## src/rtl/pgmem_pkg.sv

```systemverilog
// Shared constants and types for the paged memory bank controller.
// Assumes 16 banks (4-bit number), four sockets, two halves per chip.
package pgmem_pkg;
    localparam int BANK_W   = 4;
    localparam int SOCK_W   = 2;
    localparam int HALVES   = 2;
    localparam int KIND_W   = BANK_W - SOCK_W;

    // Half selected by bank bits 3:2
    typedef enum logic [KIND_W-1:0] {
        HALF_RAM_LO = 2'b00,
        HALF_RAM_HI = 2'b01,
        HALF_ROM_LO = 2'b10,
        HALF_ROM_HI = 2'b11
    } half_e;

    // Command opcodes carried in the upper nibble of the register value
    localparam logic [3:0] OP_PROT_SET = 4'h2;
    localparam logic [3:0] OP_PROT_CLR = 4'h3;

    typedef struct packed {
        logic              vld;
        logic              set;
        logic [BANK_W-1:0] bank;
    } prot_cmd_t;

    // True when a bank number names a RAM half
    function automatic logic is_ram_bank(input logic [BANK_W-1:0] b);
        return (b[BANK_W-1] == 1'b0);
    endfunction
endpackage

```

## src/rtl/pgmem_bank_reg.sv

```systemverilog
// Shadow of the host bank-select register.
// Captures the low nibble of the data bus when the register strobe and the
// write strobe coincide, and decodes set/clear protect commands from the
// same byte. Assumes one register write per qualifying clock edge.
module pgmem_bank_reg
    import pgmem_pkg::*;
#(
    parameter int DATA_W = 8
) (
    input  logic              clk,
    input  logic              rst_n,
    input  logic              reg_sel,
    input  logic              cpu_wr,
    input  logic [DATA_W-1:0] cpu_data,
    output logic [BANK_W-1:0] bank_q,
    output prot_cmd_t         cmd
);
    localparam int OP_LSB = BANK_W;
    localparam int OP_MSB = (OP_LSB + 3 < DATA_W) ? OP_LSB + 3 : DATA_W - 1;

    logic              wr_hit;
    logic [3:0]        op;

    assign wr_hit = reg_sel & cpu_wr;

    // Extract the opcode nibble, padding with zero for narrow buses
    always_comb begin
        op = '0;
        op[OP_MSB-OP_LSB:0] = cpu_data[OP_MSB:OP_LSB];
    end

    // Decode a protect command from the byte being written
    always_comb begin
        cmd.bank = cpu_data[BANK_W-1:0];
        cmd.set  = (op == OP_PROT_SET);
        cmd.vld  = wr_hit & ((op == OP_PROT_SET) | (op == OP_PROT_CLR));
    end

    // Latch the selected bank on each register write
    always_ff @(posedge clk) begin
        if (!rst_n)
            bank_q <= '0;
        else if (wr_hit)
            bank_q <= cpu_data[BANK_W-1:0];
    end
endmodule

```

## src/rtl/pgmem_socket_id.sv

```systemverilog
// Socket position learner.
// Stores bank bits 1:0 on the first read of the paged window with the socket
// enable high, and holds that value until the next reset.
module pgmem_socket_id
    import pgmem_pkg::*;
(
    input  logic              clk,
    input  logic              rst_n,
    input  logic              rd_hit,
    input  logic [BANK_W-1:0] bank_q,
    output logic [SOCK_W-1:0] sock,
    output logic              sock_vld
);
    // Record the socket once, at the first qualifying read
    always_ff @(posedge clk) begin
        if (!rst_n) begin
            sock     <= '0;
            sock_vld <= 1'b0;
        end else if (rd_hit && !sock_vld) begin
            sock     <= bank_q[SOCK_W-1:0];
            sock_vld <= 1'b1;
        end
    end
endmodule

```

## src/rtl/pgmem_wp_flags.sv

```systemverilog
// Write-protect flags, one per RAM half.
// A command changes a flag only when the socket is known, the bank belongs to
// this socket and names that RAM half. Flags reset to cleared.
module pgmem_wp_flags
    import pgmem_pkg::*;
(
    input  logic              clk,
    input  logic              rst_n,
    input  prot_cmd_t         cmd,
    input  logic [SOCK_W-1:0] sock,
    input  logic              sock_vld,
    output logic [HALVES-1:0] wp
);
    logic own_ram;

    // Command qualifies for this board's RAM
    assign own_ram = cmd.vld & sock_vld & is_ram_bank(cmd.bank)
                   & (cmd.bank[SOCK_W-1:0] == sock);

    for (genvar h = 0; h < HALVES; h++) begin : g_flag
        // Update the flag of half h from a matching command
        always_ff @(posedge clk) begin
            if (!rst_n)
                wp[h] <= 1'b0;
            else if (own_ram && (cmd.bank[BANK_W-2:SOCK_W] == h[BANK_W-SOCK_W-2:0]))
                wp[h] <= cmd.set;
        end
    end
endmodule

```

## src/rtl/pgmem_cs_decode.sv

```systemverilog
// Chip select and upper address generation.
// Purely combinational; assumes in_win and slot_en describe the current cycle.
// Before the socket is known any enabled window access is served.
module pgmem_cs_decode
    import pgmem_pkg::*;
(
    input  logic              in_win,
    input  logic              slot_en,
    input  logic              cpu_wr,
    input  logic [BANK_W-1:0] bank_q,
    input  logic [SOCK_W-1:0] sock,
    input  logic              sock_vld,
    input  logic [HALVES-1:0] wp,
    output logic              ram_cs,
    output logic              rom_cs,
    output logic              mem_a14
);
    logic  ours;
    logic  hi;
    half_e half;

    assign half    = half_e'(bank_q[BANK_W-1:SOCK_W]);
    assign hi      = bank_q[SOCK_W];
    assign mem_a14 = hi;

    // Socket is addressed in the paged window
    assign ours = in_win & slot_en & (!sock_vld || (bank_q[SOCK_W-1:0] == sock));

    // Select the chip for the current half, gating protected RAM writes
    always_comb begin
        ram_cs = 1'b0;
        rom_cs = 1'b0;
        unique case (half)
            HALF_RAM_LO, HALF_RAM_HI: ram_cs = ours & ~(cpu_wr & wp[hi]);
            HALF_ROM_LO, HALF_ROM_HI: rom_cs = ours;
        endcase
    end
endmodule

```

## src/rtl/pgmem_ctrl.sv

```systemverilog
// Paged memory bank controller, top level.
// Snoops bank-select register writes, learns its socket, keeps per-half
// write protect, and drives RAM/ROM selects and the upper address line.
// Assumes the host decoder supplies reg_sel and slot_en in the access cycle.
module pgmem_ctrl
    import pgmem_pkg::*;
#(
    parameter int              ADDR_W = 16,
    parameter int              DATA_W = 8,
    parameter logic [ADDR_W-1:0] WIN_LO = 16'h8000,
    parameter logic [ADDR_W-1:0] WIN_HI = 16'hBFFF
) (
    input  logic              clk,
    input  logic              rst_n,
    input  logic [ADDR_W-1:0] cpu_addr,
    input  logic [DATA_W-1:0] cpu_data,
    input  logic              cpu_wr,
    input  logic              reg_sel,
    input  logic              slot_en,
    output logic              ram_cs,
    output logic              rom_cs,
    output logic              mem_a14,
    output logic              ram_we
);
    logic [BANK_W-1:0] bank_q;
    prot_cmd_t         cmd;
    logic [SOCK_W-1:0] sock;
    logic              sock_vld;
    logic [HALVES-1:0] wp;
    logic              in_win;
    logic              rd_hit;

    // Window decode and qualifying read for socket learning
    assign in_win = (cpu_addr >= WIN_LO) && (cpu_addr <= WIN_HI);
    assign rd_hit = in_win & slot_en & ~cpu_wr;

    // Write enable passes straight through for timing
    assign ram_we = cpu_wr;

    pgmem_bank_reg #(.DATA_W(DATA_W)) u_bank (
        .clk      (clk),
        .rst_n    (rst_n),
        .reg_sel  (reg_sel),
        .cpu_wr   (cpu_wr),
        .cpu_data (cpu_data),
        .bank_q   (bank_q),
        .cmd      (cmd)
    );

    pgmem_socket_id u_sock (
        .clk      (clk),
        .rst_n    (rst_n),
        .rd_hit   (rd_hit),
        .bank_q   (bank_q),
        .sock     (sock),
        .sock_vld (sock_vld)
    );

    pgmem_wp_flags u_wp (
        .clk      (clk),
        .rst_n    (rst_n),
        .cmd      (cmd),
        .sock     (sock),
        .sock_vld (sock_vld),
        .wp       (wp)
    );

    pgmem_cs_decode u_cs (
        .in_win   (in_win),
        .slot_en  (slot_en),
        .cpu_wr   (cpu_wr),
        .bank_q   (bank_q),
        .sock     (sock),
        .sock_vld (sock_vld),
        .wp       (wp),
        .ram_cs   (ram_cs),
        .rom_cs   (rom_cs),
        .mem_a14  (mem_a14)
    );
endmodule

```

## config.mk

```make
export PLATFORM = sky130hd
export DESIGN_NAME = pgmem_ctrl
export DESIGN_NICKNAME = d
export VERILOG_FILES = /design/src/rtl/pgmem_pkg.sv /design/src/rtl/pgmem_bank_reg.sv /design/src/rtl/pgmem_socket_id.sv /design/src/rtl/pgmem_wp_flags.sv /design/src/rtl/pgmem_cs_decode.sv /design/src/rtl/pgmem_ctrl.sv
export SDC_FILE = /design/constraint.sdc
export NUM_CORES = 1
export LEC_CHECK = 0
export BUFFER_PORTS_ARGS = -buffer_cell sky130_fd_sc_hd__buf_2
export CORE_MARGIN = 2
export CORE_UTILIZATION = 36
export CTS_CLUSTER_DIAMETER = 50
export DETAILED_ROUTE_END_ITERATION = 10
export HOLD_SLACK_MARGIN = 0.15
export MAX_ROUTING_LAYER = met4
export PLACE_DENSITY_LB_ADDON = 0.2
export SYNTH_ARGS = -nofsm -noshare
export SYNTH_HDL_FRONTEND = slang
export SYNTH_HIERARCHICAL = 1
export SYNTH_SLANG_ARGS = --single-unit
```

## constraint.sdc

```tcl
create_clock -name clk -period 1.3 [get_ports clk]
set_input_delay 0.13 -clock clk [delete_from_list [all_inputs] [get_ports clk]]
set_output_delay 0.13 -clock clk [all_outputs]
set_load 0.005 [all_outputs]
```

==> results.json <==
{
  "port-buffer-count": 18,
  "leakagePower_nw": 0.331,
  "skew_ns": 0.000478,
  "synth_ff_type": "dfxtp_1",
  "synth_warnings": 6,
  "yosysUniqueCellTypes": 24,
  "crit_type": "flip-flop to primary output",
  "start_util_pct": 40.1,
  "row_count": 13,
  "clockRootBuffer": "clkbuf_4",
  "p_int_mw": 0.468,
  "required_ns": 1.17,
  "maxSlewHeadroom_pct": 81.5,
  "whs_endpoint": "u_sock/sock_vld",
  "grt_first_pass_wirelength_mm": 2.15,
  "synth_nets": 88,
  "cts_tree": "yes",
  "drtIter0Drc": 5,
  "arrival_ns": 1.41,
  "period_share_pct": 118,
  "max-vdd-ir-drop_mv": 0.518,
  "hold_viol_final": 0,
  "insertion_delay_ns": 0.27,
  "avgRoutedWirePerCell_um": 12.6,
  "switchingPower_mw": 0.167,
  "grt_start_max_net_pins": 17,
  "ys_top_cells_by_area": "dfxtp_1, buf_4, nand2_1",
  "violations": "setup timing",
  "wirelength_mm": 1.28,
  "ys_seq_area_share_pct": 33.3,
  "die_x_um": 42.8,
  "fin_nets": 116,
  "path_clk_slew_ns": 0.06,
  "maxCapViolations": 0,
  "async_flop_share_pct": 0,
  "most-common-layout-cells": "buf_2, nand2_1, buf_4",
  "setup.worst_path.end_class": "primary output",
  "finalMaxSlewViolations": 0,
  "p_comb_share_pct": 17.7,
  "n_antenna_cell": 0,
  "dieArea_um2": 1830,
  "area_growth_pct": 52.9,
  "ff2ff_path_depth": 4,
  "first_pass_iters": 4,
  "core_area_um2": 1350,
  "finalSetupTns_ns": -0.370,
  "cts_made_buffers": 3,
  "synth_top_area_share_pct": 33.3,
  "clock.fmax_mhz": 651,
  "power_frac_clock_pct": 36.2,
  "tightest_slew_ns": 0.277,
  "period_minus_slack_ns": 1.54,
  "cts_buffer_depth": 2,
  "hp-class": "primary input to flip-flop",
  "layout.cells.most_common": "buf_2",
  "detailed_place_hpwl_um": 857,
  "startpoint_type": "flip-flop",
  "r2r-start": "u_sock/sock[0]",
  "outcome": "finished, violations left",
  "via_per_inst": 4.91,
  "rsz0062_at_grt": "yes",
  "crit_start": "u_bank/bank_q[2]",
  "placed_cells": 92,
  "final_cells": 101,
  "swShare_pct": 26.4,
  "syn_area_um2": 542,
  "power_density_nw_per_um2": 767,
  "fill_cells": 110,
  "seqCellArea_um2": 186,
  "cp_max_fo": 2,
  "ios": 33,
  "fp.dieH_um": 42.8,
  "p_seq_share_pct": 46.1,
  "num_vias": 496,
  "synthCells": 59,
  "grt_pass1_vias": 511,
  "hold_path_startpoint": "rst_n",
  "ant_nets": 0,
  "grtUsageTotal_pct": 16.7,
  "multi_input_area_um2": 390,
  "regToRegSetupSlack_ns": 0.08,
  "worstReg2RegEnd": "u_wp/wp[1]",
  "drive_above_1_share_pct": 53.5,
  "synth-edff-count": 0,
  "antenna_found_initial": 0,
  "grt-ovfl-total": 0,
  "layout_setup_ws_ns": -0.235,
  "yosysTopAreaCell": "dfxtp_1",
  "setup_violations": 2,
  "ys_ff_latch": 9,
  "drc": 0,
  "gp_congestion": 0.772,
  "cts_max_level": 1,
  "cts.sinks": 9,
  "syn_area_per_cell_um2": 9.18,
  "min_path_cells": 2
}
[sequential cells by signal, summed over array words and instances (netlist names)]
| signal | flops |
|---|---|
| u_sock/sock | 2 |
| u_wp/wp | 2 |
| u_sock/sock_vld | 1 |
| u_bank/bank_q | 4 |
[repair_timing]
action                                  in CTS  in global routing
hold buffers                                 5                  0
endpoints found under the setup margin       2                  4
gates resized for setup                      9                  9
setup buffers                                0                  2
hold endpoints to repair                     6                  0
pin swaps                                    5                  6
[layer usage]
| layer | GRT usage (%) | wire [um] | vias up |
|---|---|---|---|
| met5 | - | 0 | - |
| met4 | 11.3 | 38 | 0 |
| met3 | 3.83 | 50 | 4 |
| met2 | 27.3 | 655 | 9 |
| met1 | 17.7 | 531 | 226 |
| li1 | - | - | 257 |
[worst max path at each step]
stage                     depth (start not counted)    endpoint  slack (ns)
after detailed placement                          6  u_wp/wp[1]       -0.15
after floorplan                                   5  u_wp/wp[1]        0.06
after CTS                                         3      ram_cs       -0.19
after global placement                            6  u_wp/wp[1]       -0.14
final                                             3      ram_cs       -0.24
after global routing                              3      ram_cs       -0.29
[power by group through the flow]
stage | registers, mW | clock network, mW | logic [mW]
detailed placement | 0.296 | 0 | 0.0845
CTS | 0.292 | 0.238 | 0.101
finish | 0.293 | 0.230 | 0.113
global placement | 0.296 | 0 | 0.0839
global route | 0.294 | 0.247 | 0.123
floorplan | 0.295 | 0 | 0.0467
[cells in the mapped netlist (all sizes together), types with 2 or more instances]
cell	n
xor2	2
nand2	12
buf	6
nor2b	2
o21ai	4
xnor2	2
dfxtp	9
nand4	4
mux2i	4
[worst max-delay path, stage by stage, from the launching register on]
cell	delay, ns
dfxtp_2	0.34
mux2_4	0.32
a2111oi_4	0.30
buf_2	0.17
[cells by family (layout without fill, tap and decap cells)]
kind of cell,after synthesis,count (layout),synth area share [%]
compound gates,7,7,9.24
xor+xnor,4,4,6.47
buf+inv,7,34,9.01
flops,9,9,33.3
mux,5,5,10.2
simple gates,27,27,31.9
[per-stage QoR]
stage	area, um2	power, mW	hold WS, ns	util, %	worst slack (ns)
floorplan	542	0.342	0.247	-	0.0632
global placement	654	0.380	0.396	48.5	-0.139
detailed placement	654	0.380	0.407	48.5	-0.145
CTS	767	0.631	0.225	56.8	-0.185
global route	828	0.664	0.227	61.4	-0.291
finish	828	0.635	0.218	61.4	-0.235
[cell type report]
class	count	area share [%]
repair buffers	30	24.9
multi-input cells	43	47.1
well taps	15	2.27
clock buffers	4	3.17
flip-flops and latches	9	22.5
(Power assumes the default switching activity.)
